<file path="config.mk">
export PLATFORM = sky130hd
export DESIGN_NAME = dual_pwm
export DESIGN_NICKNAME = d
export VERILOG_FILES = /design/src/rtl/pwm_pkg.sv /design/src/rtl/pwm_regs.sv /design/src/rtl/pwm_prescaler.sv /design/src/rtl/pwm_channel.sv /design/src/rtl/dual_pwm.sv
export SDC_FILE = /design/constraint.sdc
export NUM_CORES = 1
export LEC_CHECK = 0
export CAP_MARGIN = 20
export CORE_MARGIN = 1
export CORE_UTILIZATION = 61
export CTS_CLUSTER_DIAMETER = 30
export DETAILED_ROUTE_END_ITERATION = 10
export PLACE_DENSITY = 0.81
export SYNTH_ARGS = -nofsm -noshare
export SYNTH_HDL_FRONTEND = slang
export SYNTH_HIERARCHICAL = 1
export SYNTH_SLANG_ARGS = --single-unit
</file>
<file path="constraint.sdc">
create_clock -name clk -period 5 [get_ports clk]
set_clock_uncertainty 0.15 [all_clocks]
set_input_delay 0.75 -clock clk [delete_from_list [all_inputs] [get_ports clk]]
set_output_delay 0.75 -clock clk [all_outputs]
set_load 0.1 [all_outputs]
</file>
<file path="src/rtl/pwm_pkg.sv">
package pwm_pkg;
    localparam int PWM_DATA_W = 32;
    localparam int PWM_CNT_W  = 16;
    localparam int PWM_DIV_W  = 7;
    localparam int PWM_NUM_CH = 2;

    typedef enum logic [1:0] {
        CH_IDLE = 2'd0,
        CH_HIGH = 2'd1,
        CH_LOW  = 2'd2
    } ch_state_e;
endpackage

</file>
<file path="src/rtl/pwm_regs.sv">
module pwm_regs #(
    parameter int NUM_CH = pwm_pkg::PWM_NUM_CH,
    parameter int DATA_W = pwm_pkg::PWM_DATA_W,
    parameter int ADDR_W = 2,
    parameter int CNT_W  = pwm_pkg::PWM_CNT_W,
    parameter int DIV_W  = pwm_pkg::PWM_DIV_W
) (
    input  logic                          clk,
    input  logic                          rst_n,
    input  logic                          sel,
    input  logic                          wr,
    input  logic [ADDR_W-1:0]             addr,
    input  logic [DATA_W-1:0]             wdata,
    output logic [DATA_W-1:0]             rdata,
    output logic [NUM_CH-1:0][CNT_W-1:0]  hi_cnt,
    output logic [NUM_CH-1:0][CNT_W-1:0]  lo_cnt,
    output logic [NUM_CH-1:0][DIV_W-1:0]  div_val,
    output logic [NUM_CH-1:0]             clk_en,
    output logic [NUM_CH-1:0]             out_en
);
    localparam int FLD_W = DIV_W + 1;
    localparam logic [ADDR_W-1:0] CTRL_A = ADDR_W'(NUM_CH);

    function automatic logic [DATA_W-1:0] ctrl_mask();
        logic [DATA_W-1:0] m;
        m = '0;
        for (int i = 0; i < NUM_CH; i++) begin
            m[i] = 1'b1;
            m[FLD_W*(i+1) +: FLD_W] = '1;
        end
        return m;
    endfunction

    localparam logic [DATA_W-1:0] CTRL_MASK = ctrl_mask();

    logic [NUM_CH-1:0][DATA_W-1:0] duty_q;
    logic [DATA_W-1:0]             ctrl_q;
    logic                          wr_en;

    assign wr_en = sel && wr;

    always_ff @(posedge clk or negedge rst_n) begin
        if (!rst_n) begin
            duty_q <= '0;
            ctrl_q <= '0;
        end else if (wr_en) begin
            for (int i = 0; i < NUM_CH; i++) begin
                if (addr == ADDR_W'(i)) duty_q[i] <= wdata;
            end
            if (addr == CTRL_A) ctrl_q <= wdata & CTRL_MASK;
        end
    end

    always_comb begin
        rdata = '0;
        for (int i = 0; i < NUM_CH; i++) begin
            if (addr == ADDR_W'(i)) rdata = duty_q[i];
        end
        if (addr == CTRL_A) rdata = ctrl_q;
    end

    for (genvar g = 0; g < NUM_CH; g++) begin : g_fields
        assign hi_cnt[g]  = duty_q[g][DATA_W-1 -: CNT_W];
        assign lo_cnt[g]  = duty_q[g][CNT_W-1:0];
        assign div_val[g] = ctrl_q[FLD_W*(g+1) +: DIV_W];
        assign clk_en[g]  = ctrl_q[FLD_W*(g+1) + DIV_W];
        assign out_en[g]  = ctrl_q[g];


        duty_field_chk: assert property (@(posedge clk) disable iff (!rst_n)
            (wr_en && addr == ADDR_W'(g)) |=> (hi_cnt[g] == $past(wdata[DATA_W-1 -: CNT_W])
                                               && lo_cnt[g] == $past(wdata[CNT_W-1:0])));
    end


    ctrl_hold_chk: assert property (@(posedge clk) disable iff (!rst_n)
        !(wr_en && addr == CTRL_A) |=> $stable(ctrl_q));
endmodule

</file>
<file path="src/rtl/pwm_prescaler.sv">
module pwm_prescaler #(
    parameter int DIV_W = pwm_pkg::PWM_DIV_W
) (
    input  logic             clk,
    input  logic             rst_n,
    input  logic             clr,
    input  logic [DIV_W-1:0] div,
    output logic             tick
);
    logic [DIV_W-1:0] cnt_q;

    assign tick = !clr && (cnt_q == div);

    always_ff @(posedge clk or negedge rst_n) begin
        if (!rst_n)           cnt_q <= '0;
        else if (clr || tick) cnt_q <= '0;
        else                  cnt_q <= cnt_q + 1'b1;
    end


    presc_range_chk: assert property (@(posedge clk) disable iff (!rst_n)
        !clr |-> cnt_q <= div);
endmodule

</file>
<file path="src/rtl/pwm_channel.sv">
module pwm_channel
    import pwm_pkg::*;
#(
    parameter int CNT_W = PWM_CNT_W,
    parameter int DIV_W = PWM_DIV_W
) (
    input  logic             clk,
    input  logic             rst_n,
    input  logic             run,
    input  logic [CNT_W-1:0] hi_in,
    input  logic [CNT_W-1:0] lo_in,
    input  logic [DIV_W-1:0] div_in,
    output logic             pwm_out
);
    ch_state_e        state_q, state_n;
    logic [CNT_W-1:0] hi_s, lo_s, cnt_q, cnt_n;
    logic [DIV_W-1:0] div_s;
    logic             load, tick, presc_clr;

    assign presc_clr = !run || (state_q == CH_IDLE);

    pwm_prescaler #(.DIV_W(DIV_W)) u_presc (
        .clk  (clk),
        .rst_n(rst_n),
        .clr  (presc_clr),
        .div  (div_s),
        .tick (tick)
    );

    always_comb begin
        state_n = state_q;
        cnt_n   = cnt_q;
        load    = 1'b0;
        unique case (state_q)
            CH_IDLE: if (run) load = 1'b1;
            CH_HIGH: if (tick) begin
                if (cnt_q == hi_s - 1'b1) begin
                    if (lo_s != '0) begin
                        state_n = CH_LOW;
                        cnt_n   = '0;
                    end else begin
                        load = 1'b1;
                    end
                end else begin
                    cnt_n = cnt_q + 1'b1;
                end
            end
            CH_LOW: if (tick) begin
                if (lo_s == '0 || cnt_q == lo_s - 1'b1) load = 1'b1;
                else                                    cnt_n = cnt_q + 1'b1;
            end
            default: state_n = CH_IDLE;
        endcase
        if (load) begin
            state_n = (hi_in != '0) ? CH_HIGH : CH_LOW;
            cnt_n   = '0;
        end
        if (!run) begin
            state_n = CH_IDLE;
            cnt_n   = '0;
            load    = 1'b0;
        end
    end

    always_ff @(posedge clk or negedge rst_n) begin
        if (!rst_n) begin
            state_q <= CH_IDLE;
            cnt_q   <= '0;
            hi_s    <= '0;
            lo_s    <= '0;
            div_s   <= '0;
        end else begin
            state_q <= state_n;
            cnt_q   <= cnt_n;
            if (load) begin
                hi_s  <= hi_in;
                lo_s  <= lo_in;
                div_s <= div_in;
            end
        end
    end

    always_comb pwm_out = (state_q == CH_HIGH);


    stop_low_chk: assert property (@(posedge clk) disable iff (!rst_n)
        !run |=> !pwm_out);

    shadow_hold_chk: assert property (@(posedge clk) disable iff (!rst_n)
        (state_q != CH_IDLE && run && !tick) |=> ($stable(hi_s) && $stable(lo_s) && $stable(div_s)));

    high_cnt_chk: assert property (@(posedge clk) disable iff (!rst_n)
        (state_q == CH_HIGH) |-> (cnt_q < hi_s));

    start_high_chk: assert property (@(posedge clk) disable iff (!rst_n)
        (state_q == CH_IDLE && run && hi_in != '0) |=> pwm_out);
endmodule

</file>
<file path="src/rtl/dual_pwm.sv">
module dual_pwm
    import pwm_pkg::*;
#(
    parameter int NUM_CH = PWM_NUM_CH,
    parameter int DATA_W = PWM_DATA_W,
    parameter int CNT_W  = PWM_CNT_W,
    parameter int DIV_W  = PWM_DIV_W,
    parameter int ADDR_W = 2
) (
    input  logic              clk,
    input  logic              rst_n,
    input  logic              bus_sel,
    input  logic              bus_wr,
    input  logic [ADDR_W-1:0] bus_addr,
    input  logic [DATA_W-1:0] bus_wdata,
    output logic [DATA_W-1:0] bus_rdata,
    output logic [NUM_CH-1:0] pwm_out
);
    logic [NUM_CH-1:0][CNT_W-1:0] hi_cnt, lo_cnt;
    logic [NUM_CH-1:0][DIV_W-1:0] div_val;
    logic [NUM_CH-1:0]            clk_en, out_en;

    pwm_regs #(
        .NUM_CH(NUM_CH), .DATA_W(DATA_W), .ADDR_W(ADDR_W),
        .CNT_W(CNT_W), .DIV_W(DIV_W)
    ) u_regs (
        .clk    (clk),
        .rst_n  (rst_n),
        .sel    (bus_sel),
        .wr     (bus_wr),
        .addr   (bus_addr),
        .wdata  (bus_wdata),
        .rdata  (bus_rdata),
        .hi_cnt (hi_cnt),
        .lo_cnt (lo_cnt),
        .div_val(div_val),
        .clk_en (clk_en),
        .out_en (out_en)
    );

    for (genvar g = 0; g < NUM_CH; g++) begin : g_ch
        pwm_channel #(.CNT_W(CNT_W), .DIV_W(DIV_W)) u_ch (
            .clk    (clk),
            .rst_n  (rst_n),
            .run    (clk_en[g] & out_en[g]),
            .hi_in  (hi_cnt[g]),
            .lo_in  (lo_cnt[g]),
            .div_in (div_val[g]),
            .pwm_out(pwm_out[g])
        );
    end
endmodule

</file>
==> results.yml, run 1 <==
floorplanning:
  fp.dieH_microns: 146.9
  die_w_microns: 146.9
  io_pins: 72
  start_util_pct: 62.73
  core_area_sq_mm: 0.02043
  die-area_sq_mm: 0.02159
  rows: 52
worst_setup_path:
  r2r_setup_slack_ps: 740
  rr_startpoint: "g_ch[0].u_ch/hi_s[0]$_DFFE_PN0P_"
  cp-end-kind: "flip-flop"
  startpoint_type: "flip-flop"
  reg2reg_to: "g_ch[0].u_ch/hi_s[0]$_DFFE_PN0P_"
  cp.arrival_ps: 4510
  crit_start: "g_ch[0].u_ch/hi_s[0]$_DFFE_PN0P_"
  path_max_fanout: 39
  crit_required_ps: 5240
  crit_type: "reg2reg"
  r2r_cells: 11
synth:
  yosysMostFrequentCell: "dfrtp_1"
  synth.area.top_cells: "dfrtp_1 (41%), mux2_2 (7.4%), mux2_4 (4.7%)"
  avgSynthCellArea_sq_um: 11.24
  post-synth-top-area-fraction_pct: 41.00
  ys_async_sr_fraction_pct: 100.0
  ys.flop_type: "dfrtp_1"
  synth_top_cell_by_area: "dfrtp_1"
  yosys_warnings: 6
  synthCells: 1140
  ys_seq_area_share_pct: 41.00
  yosysUniqueCellTypes: 96
  netlist_top_cells_count: "dfrtp_1 (210), mux2_2 (84), nor2_1 (55)"
  synth_edf_count: 0
  synth_seq_cells: 210
  syn_area_sq_mm: 0.01282
  syn_nets: 1194
grt:
  grt_pass1_vias: 9803
  grt_usage_pct: 31.41
  grt_first_pass_wirelength_mm: 53.21
  grt-ovfl-total: 0
  grt_max_degree: 87
  antenna_found_initial: 2
clock_network:
  hold_buffers: 0
  clk_latency_ps: 540
  cts_sinks: 210
  cts_setup_buffers: 0
  clkSlewWorstSetupHoldPaths_ps: 40
  cts.repair.resized: 0
  h-tree-depth: 2
  clock_path_buffers: 3
  root_buffer: "clkbuf_16"
  cts_inserted_buffers: 45
  tritoncts: "built"
timing:
  finalCriticalPeriod_ps: 4263
  finalHoldViolations: 0
  fin_ws_ps: 736.6
  tightest_slew_ps: 1069
  setup_tns_ps: 0
  clock.fmax_mhz: 234.6
  final-setup-viol-count: 0
  rsz0062_at_grt: "no"
  drv_slew: 0
  fin_crit_sh_pct: 85.27
  maxSlewHeadroom_pct: 28.71
drt:
  vias: 9787
  vias_per_cell: 6.486
  first_pass_iters: 5
  wl_per_cell_microns: 21.88
  drcViolationCount: 0
  wl_mm: 33.02
  drtAntennaViolNets: 0
  dr.first_iter.drc_count: 740
power_and_ir_drop:
  ir_drop_uv: 576.9
  power_density_mw_per_mm2: 579.7
  p_leak_nw: 6.445
cells_and_area:
  instances_no_fill: 1509
  drive_above_1_share_pct: 23.97
  syn_to_final_growth_pct: 18.00
  final_nets: 1258
  antennaDiodeCount: 0
placed_design:
  dp_cells: 1427
  placement.io_buffers: 71
  dp_hpwl_mm: 21.98
  gp_congestion: 0.9697
  place_ws_ps: 800.9
run_status:
  run_status: "finished clean"
job:
  maxCapViolations: 0
min_path:
  hold_class: "in2async"
registers in the layout, summed over array words and instances, names as in the netlist:
signal / count
g_ch.u_ch/cnt_q: 32
g_ch.u_ch/div_s: 14
g_ch.u_ch/hi_s: 32
g_ch.u_ch/lo_s: 32
g_ch.u_ch/state_q: 4
g_ch.u_ch/u_presc/cnt_q: 14
u_regs/ctrl_q: 18
u_regs/hi_cnt: 32
u_regs/lo_cnt: 32
how the worst max path moves through the flow:
| stage | slack, ps | to |
|---|---|---|
| CTS | 790 | g_ch[0].u_ch/hi_s[0]$_DFFE_PN0P_ |
| floorplan | 1400 | bus_rdata[10] |
| global placement | 1040 | g_ch[0].u_ch/hi_s[5]$_DFFE_PN0P_ |
| finish | 740 | g_ch[0].u_ch/hi_s[0]$_DFFE_PN0P_ |
| detailed placement | 800 | g_ch[0].u_ch/div_s[1]$_DFFE_PN0P_ |
| global route | 470 | g_ch[0].u_ch/hi_s[3]$_DFFE_PN0P_ |
cell type report:
class | count | area (sq um)
tap | 270 | 337.8
inverter | 31 | 116.4
sequential | 210 | 5255
timing repair buffer | 84 | 734.5
multi-input combinational | 832 | 6998
clock buffer | 54 | 1211
clock inverter | 28 | 470.5
fill | 1304 | 5306
worst max-delay path, stage by stage (launching register included):
cell and delay [ps]:
dfrtp_1 450, inv_1 90, ha_1 290, nor3b_1 450, a21boi_0 230, nor4_1 400, nor3_2 150, nor4_1 500
a22oi_2 150, a31oi_2 220, and3_4 600, mux2_2 410
cell usage in the layout (no fill, tap or decap), drive strengths merged, types with 27 or more instances in the layout:
| cell | count |
|---|---|
| dfrtp | 210 |
| mux2i | 37 |
| nor4 | 27 |
| xnor2 | 45 |
| mux2 | 164 |
| xor2 | 43 |
| and3 | 34 |
| clkdlybuf4s50 | 36 |
| a21oi | 46 |
| inv | 36 |
| buf | 47 |
| nor3 | 36 |
| nor2 | 56 |
| clkbuf | 55 |
logic make-up (layout without fill, tap and decap cells):
family | Yosys count | in the layout | synth area share, %
compound gates | 198 | 198 | 11.44
flops | 210 | 210 | 41.00
fa+ha+maj | 16 | 16 | 1.562
mux | 201 | 201 | 18.47
simple gates | 328 | 328 | 16.69
xor+xnor | 89 | 89 | 6.307
buf+inv | 98 | 197 | 4.520
report_power, final:
group          switching, mW  internal, mW
logic                   1.42          1.16
clock network          0.984          2.30
registers              0.729          2.17
total                   3.14          5.63
metal layers:
metal  part of all wire [%]  track usage (%)
met1                     42            43.47
met2                     47            48.74
met3                    7.0            6.025
met4                    3.5            12.94
met5                  0.082                0
through the flow:
stage / total power, mW / utilization (%) / instance area [sq um] / hold slack [ps]
after floorplan: 4.776 / - / 12820 / 304.4
after global placement: 5.300 / 65.80 / 13440 / 343.8
after detailed placement: 5.403 / 65.80 / 13440 / 354.4
after CTS: 8.760 / 74.03 / 15120 / 138.4
after global routing: 9.143 / 74.03 / 15120 / 174.3
final: 8.766 / 74.03 / 15120 / 110.0
(Power assumes the default switching activity.)
==> inputs of run 2 (changes only) <==
--- a/config.mk
+++ b/config.mk
@@ -6,4 +6,5 @@
 export NUM_CORES = 1
 export LEC_CHECK = 0
+export ABC_AREA = 1
 export CAP_MARGIN = 20
 export CORE_MARGIN = 1
==> constraint.sdc (replaced) <==
create_clock -name clk -period 5 [get_ports clk]
set_clock_uncertainty 0.15 [all_clocks]
set_input_delay 1 -clock clk [delete_from_list [all_inputs] [get_ports clk]]
set_output_delay 1 -clock clk [all_outputs]
set_load 0.1 [all_outputs]
==> run 2 against run 1 <==
Against the previous run:
- die area grew 6.4%
- critical path type is now in2out
- final area grew 5.6%
- clock-buffer cell count grew 4
- power up 4.6%
- largest power group is now combinational logic
- utilization shrank 1.1 points
- maximum frequency increased by 4.4%
==> results.yml, run 2 <==
drt:
  drcViolationCount: 0
  wl_mm: 39.96
  drtAntennaViolNets: 0
  first_pass_iters: 5
  dr.first_iter.drc_count: 1246
  vias_per_cell: 5.786
  vias: 13550
  wl_per_cell_microns: 17.06
synth:
  ys.flop_type: "dfrtp_1"
  synth_top_cell_by_area: "dfrtp_1"
  ys_async_sr_fraction_pct: 100.0
  synth_edf_count: 0
  synth_seq_cells: 210
  post-synth-top-area-fraction_pct: 38.50
  syn_nets: 2019
  synthCells: 1965
  syn_area_sq_mm: 0.01365
  yosysMostFrequentCell: "nand2_1"
  yosysUniqueCellTypes: 48
  yosys_warnings: 6
  ys_seq_area_share_pct: 38.50
  synth.area.top_cells: "dfrtp_1 (39%), nand2_1 (21%), nand3_1 (8.3%)"
  netlist_top_cells_count: "nand2_1 (771), nand3_1 (227), dfrtp_1 (210)"
  avgSynthCellArea_sq_um: 6.946
worst_setup_path:
  worst-path-buf-inv: 4
  endpoint: "bus_rdata[1]"
  crit_path_max_incr_delay_ps: 600
  cp.arrival_ps: 2930
  crit_required_ps: 3850
  crit_type: "in2out"
  reg2reg_to: "g_ch[0].u_ch/hi_s[7]$_DFFE_PN0P_"
  cpMaxStageDelayCell: "clkdlybuf4s50_1"
  path_max_fanout: 20
  startpoint_type: "primary input"
  rr_startpoint: "g_ch[0].u_ch/hi_s[0]$_DFFE_PN0P_"
  crit_top_cell: "buf_4"
  r2r_setup_slack_ps: 1490
  path_cells: "clkdlybuf4s50_1 -> inv_2 -> nor2_4 -> buf_4 -> nand2_1 -> nand3_1 -> buf_4"
  cp-end-kind: "primary output"
  r2r_cells: 19
  crit_start: "bus_addr[0]"
  crit_cells: 7
  critPathTopFamily: "buffers and inverters"
timing:
  final-setup-viol-count: 0
  clock.fmax_mhz: 244.8
  setup_tns_ps: 0
  fin_crit_sh_pct: 81.69
  tightest_slew_ps: 1001
  hold-worst-slack_ps: 341.6
  drv_slew: 0
  maxSlewHeadroom_pct: 33.00
  finalHoldViolations: 0
  rsz0062_at_grt: "no"
  finalCriticalPeriod_ps: 4085
cells_and_area:
  syn_to_final_growth_pct: 16.98
  final_cell_mix: "nand2_1 (771), nand3_1 (227), dfrtp_1 (210)"
  final_nets: 2079
  drive_above_1_share_pct: 11.49
  final_common_cell: "nand2_1"
  post-route-util_pct: 72.93
  antennaDiodeCount: 0
grt:
  grt_usage_pct: 35.68
  antenna_found_initial: 0
  grt-ovfl-total: 0
  grt_max_degree: 105
  grt_first_pass_wirelength_mm: 63.74
  grt_pass1_vias: 12640
power_and_ir_drop:
  p_comb_share_pct: 38.6
  p_seq_share_pct: 26.8
  p_int_mw: 5.326
  p_sw_share_pct: 41.94
  p_switching_mw: 3.847
  ir_drop_uv: 389.1
  clockPowerShare_pct: 34.6
  power_density_mw_per_mm2: 574.5
  p_leak_nw: 8.323
clock_network:
  cts.repair.resized: 0
  tritoncts: "built"
  cts_inserted_buffers: 47
  hold_buffers: 0
  clk_latency_ps: 530
  cts_setup_buffers: 0
  h-tree-depth: 2
  clock_path_buffers: 3
  cts_sinks: 210
  clkSlewWorstSetupHoldPaths_ps: 50
  root_buffer: "clkbuf_16"
floorplanning:
  rows: 54
  io_pins: 72
  start_util_pct: 62.35
  die_w_microns: 151.6
  core_area_sq_mm: 0.02189
  fp.dieH_microns: 151.6
  die-area_sq_mm: 0.02298
min_path:
  hold_class: "reg2reg"
placed_design:
  gp_congestion: 0.9822
  dp_hpwl_mm: 27.89
  placement.io_buffers: 71
job:
  maxCapViolations: 0
run_status:
  run_status: "finished clean"
## run 2: cell types whose count changed in the layout (fill, tap and decap cells not counted), sizes merged, moves of 18 or more
cell / delta
o2bb2ai: -19
mux2: -164
nand4: +20
nor2b: -21
inv: +141
xnor2: -21
nand2: +773
nor2: +128
and3: -32
nand3: +221
o21ai: +23
mux2i: -37
a21oi: -18
## run 2: metal layers
layer / wire [microns] / vias up / track usage (%) / share of wire [%]
li1: - / 6376 / - / -
met4: 1267 / 0 / 13.96 / 3.2
met3: 4271 / 101 / 6.377 / 11
met1: 16530 / 6351 / 49.12 / 41
met5: 0 / - / 0 / 0
met2: 17890 / 722 / 55.89 / 45
## run 2: kinds of logic (layout without fill, tap and decap cells)
kind of cell | count (synthesis) | count (layout) | share of synthesized area (%)
simple gates | 1327 | 1327 | 43.31
compound gates | 86 | 86 | 3.575
xor+xnor | 73 | 73 | 4.685
fa+ha+maj | 16 | 16 | 1.467
buf+inv | 253 | 350 | 8.462
flops | 210 | 210 | 38.50
## run 2: worst min-delay path, stage by stage, from the launching register on
cell and delay (ps):
dfrtp_1 350, nand2_1 60, nand2_1 50
## run 2: stage by stage
step                cell area, sq um  total power, mW  worst slack, ps  instances
floorplan                      13650            5.106             1634       1965
global placement               14300            5.862             1031       2256
detailed placement             14300            5.919            975.2       2256
CTS                            15970            9.131            949.6       2342
global route                   15970            9.721            844.0       2342
finish                         15970            9.173            915.4       2342
## run 2: layout make-up
| cell class | instances | area [sq um] |
|---|---|---|
| multi-input cells | 1502 | 7253 |
| fillers | 1739 | 5926 |
| flip-flops and latches | 210 | 5255 |
| clock buffers | 58 | 1329 |
| repair buffers | 86 | 759.5 |
| inverters | 178 | 683.2 |
| well taps | 280 | 350.3 |
| clock inverters | 28 | 335.3 |
## run 2: how the worst min path moves through the flow
stage	start	to	slack (ps)	cells past startpoint
detailed placement	g_ch[0].u_ch/div_s[0]$_DFFE_PN0P_	g_ch[0].u_ch/div_s[0]$_DFFE_PN0P_	330	2
floorplan	g_ch[0].u_ch/hi_s[15]$_DFFE_PN0P_	g_ch[0].u_ch/hi_s[15]$_DFFE_PN0P_	310	2
global route	g_ch[1].u_ch/div_s[0]$_DFFE_PN0P_	g_ch[1].u_ch/div_s[0]$_DFFE_PN0P_	370	2
CTS	g_ch[0].u_ch/div_s[0]$_DFFE_PN0P_	g_ch[0].u_ch/div_s[0]$_DFFE_PN0P_	340	2
finish	g_ch[0].u_ch/div_s[0]$_DFFE_PN0P_	g_ch[0].u_ch/div_s[0]$_DFFE_PN0P_	340	2
global placement	g_ch[0].u_ch/div_s[6]$_DFFE_PN0P_	g_ch[0].u_ch/div_s[6]$_DFFE_PN0P_	340	2
## run 2: power by group through the flow
stage / Sequential [mW] / Clock (mW) / Combinational [mW]
after floorplan: 2.30 / 0 / 2.80
after global placement: 2.46 / 0 / 3.40
after detailed placement: 2.46 / 0 / 3.46
after CTS: 2.44 / 3.19 / 3.50
after global routing: 2.49 / 3.27 / 3.96
final: 2.46 / 3.17 / 3.54
==> inputs of run 3 (changes only) <==
- clock period: 5 -> 4.3 ns (I/O delays scaled with it)
==> run 3 against run 2 <==
Against the previous run:
- cell count barely moved
- setup slack worse by 140 ps
- non-clock buffer count shrank 1
- register-to-register slack worse by 660 ps
- global-route usage rose by 0.50 points
- via count shrank 0.29%
- combinational power increased by 21%
- first-iteration DRC count grew 6.1%
- sequential power grew 16%
- utilization rose by 2.5 points
- routed wire length is 1.1% higher
- largest cell class unchanged
- highest routed layer unchanged
- sequential share of layout area shrank 1.1 points
==> results.yml, run 3 (synthesis results as in run 2) <==
run_status:
  run_status: "finished clean"
clock_network:
  h-tree-depth: 2
  cts.repair.resized: 0
  cts_setup_buffers: 0
  tritoncts: "built"
  cts_inserted_buffers: 48
  clk_latency_ps: 540
  clock_path_buffers: 3
  clkSlewWorstSetupHoldPaths_ps: 50
  cts_sinks: 210
  hold_buffers: 0
  root_buffer: "clkbuf_16"
timing:
  maxSlewHeadroom_pct: 31.88
  setup_tns_ps: 0
  fin_crit_sh_pct: 81.86
  rsz0062_at_grt: "no"
  fin_ws_ps: 779.9
  finalHoldViolations: 0
  drv_slew: 0
  finalCriticalPeriod_ps: 3520
  hold-worst-slack_ps: 246.6
  clock.fmax_mhz: 284.1
  final-setup-viol-count: 0
  tightest_slew_ps: 1018
worst_setup_path:
  path_cells: "inv_1 -> ha_1 -> clkdlybuf4s50_1"
  critPathTopFamily: "buffers and inverters"
  r2r_setup_slack_ps: 830
  crit_required_ps: 3290
  worst-path-buf-inv: 2
  crit_start: "g_ch[1].u_ch/state_q[1]$_DFFE_PN0P_"
  cp.arrival_ps: 2510
  startpoint_type: "flip-flop"
  rr_startpoint: "g_ch[1].u_ch/hi_s[0]$_DFFE_PN0P_"
  cpMaxStageDelayCell: "clkdlybuf4s50_1"
  r2r_cells: 18
  crit_type: "reg2out"
  path_max_fanout: 5
  crit_cells: 3
  reg2reg_to: "g_ch[1].u_ch/hi_s[7]$_DFFE_PN0P_"
  crit_path_max_incr_delay_ps: 1180
  endpoint: "pwm_out[1]"
  cp-end-kind: "primary output"
grt:
  grt-ovfl-total: 0
  antenna_found_initial: 0
  grt_first_pass_wirelength_mm: 64.88
  grt_pass1_vias: 12790
  grt_usage_pct: 36.18
  grt_max_degree: 98
power_and_ir_drop:
  p_leak_nw: 8.460
  power_density_mw_per_mm2: 667.1
  ir_drop_uv: 457.9
floorplanning:
  core_area_sq_mm: 0.02189
  io_pins: 72
  fp.dieH_microns: 151.6
  start_util_pct: 62.35
  die_w_microns: 151.6
  rows: 54
  die-area_sq_mm: 0.02298
placed_design:
  place_ws_ps: 868.5
  gp_congestion: 0.9752
  placement.io_buffers: 71
  dp_hpwl_mm: 28.13
drt:
  drcViolationCount: 0
  wl_mm: 40.40
  drtAntennaViolNets: 0
  wl_per_cell_microns: 17.24
  vias_per_cell: 5.764
  vias: 13511
  first_pass_iters: 6
  dr.first_iter.drc_count: 1322
cells_and_area:
  syn_to_final_growth_pct: 20.93
  drive_above_1_share_pct: 11.58
  antennaDiodeCount: 0
  final_cell_mix: "nand2_1 (771), nand3_1 (227), dfrtp_1 (210)"
  final_nets: 2079
  final_common_cell: "nand2_1"
job:
  maxCapViolations: 0
min_path:
  hold_class: "in2async"
==> run 3: changes by cell type in the layout (fill, tap and decap cells not counted), moves of 2 or more <==
cell,before,now
inv_6,3,6
clkinvlp_4,6,11
clkinv_2,7,4
inv_8,4,0
bufinv_16,5,8
buf_4,46,8
clkbuf_8,10,8
buf_12,1,38
==> run 3: cell type report <==
class / count / area [sq um]
Multi-Input combinational cell: 1502 / 7253
Clock buffer: 57 / 1326
Timing Repair Buffer: 85 / 1215
Tap cell: 280 / 350.3
Fill cell: 1585 / 5386
Clock inverter: 32 / 421.7
Inverter: 178 / 683.2
Sequential cell: 210 / 5255
==> run 3: worst min path at each step <==
| stage | to | slack, ps |
|---|---|---|
| 2_1_floorplan | g_ch[0].u_ch/hi_s[15]$_DFFE_PN0P_ | 310 |
| 5_1_grt | g_ch[1].u_ch/hi_s[1]$_DFFE_PN0P_ | 350 |
| 4_1_cts | g_ch[1].u_ch/hi_s[14]$_DFFE_PN0P_ | 310 |
| 6_report | g_ch[1].u_ch/hi_s[7]$_DFFE_PN0P_ | 250 |
| 3_5_place_dp | g_ch[0].u_ch/div_s[1]$_DFFE_PN0P_ | 340 |
| 3_3_place_gp | g_ch[0].u_ch/div_s[0]$_DFFE_PN0P_ | 330 |
==> run 3: report_power, final <==
group          internal (mW)  switching (mW)  leakage [nW]
clock network           2.68            1.20         0.825
logic                   1.45            2.83          4.85
registers               2.35           0.500          2.78
total                   6.49            4.53          8.46
==> run 3: per-stage QoR <==
stage                     util (%)  std cells  total power, mW  cell area (sq um)
after floorplan                  -       1965            5.937              13650
after global placement       67.41       2255            6.966              14760
after detailed placement     67.41       2255            7.031              14760
after CTS                    75.39       2344            10.97              16500
after global routing         75.39       2344            11.66              16500
final                        75.39       2344            11.01              16500
==> run 3: per-layer routing <==
metal / share of wire [%] / global-route usage (%) / up-vias / routed length (microns)
met4: 2.2 / 11.53 / 0 / 893
met5: 0 / 0 / - / 0
li1: - / - / 6359 / -
met1: 42 / 49.67 / 6381 / 16900
met2: 46 / 57.85 / 685 / 18710
met3: 9.7 / 6.737 / 86 / 3904
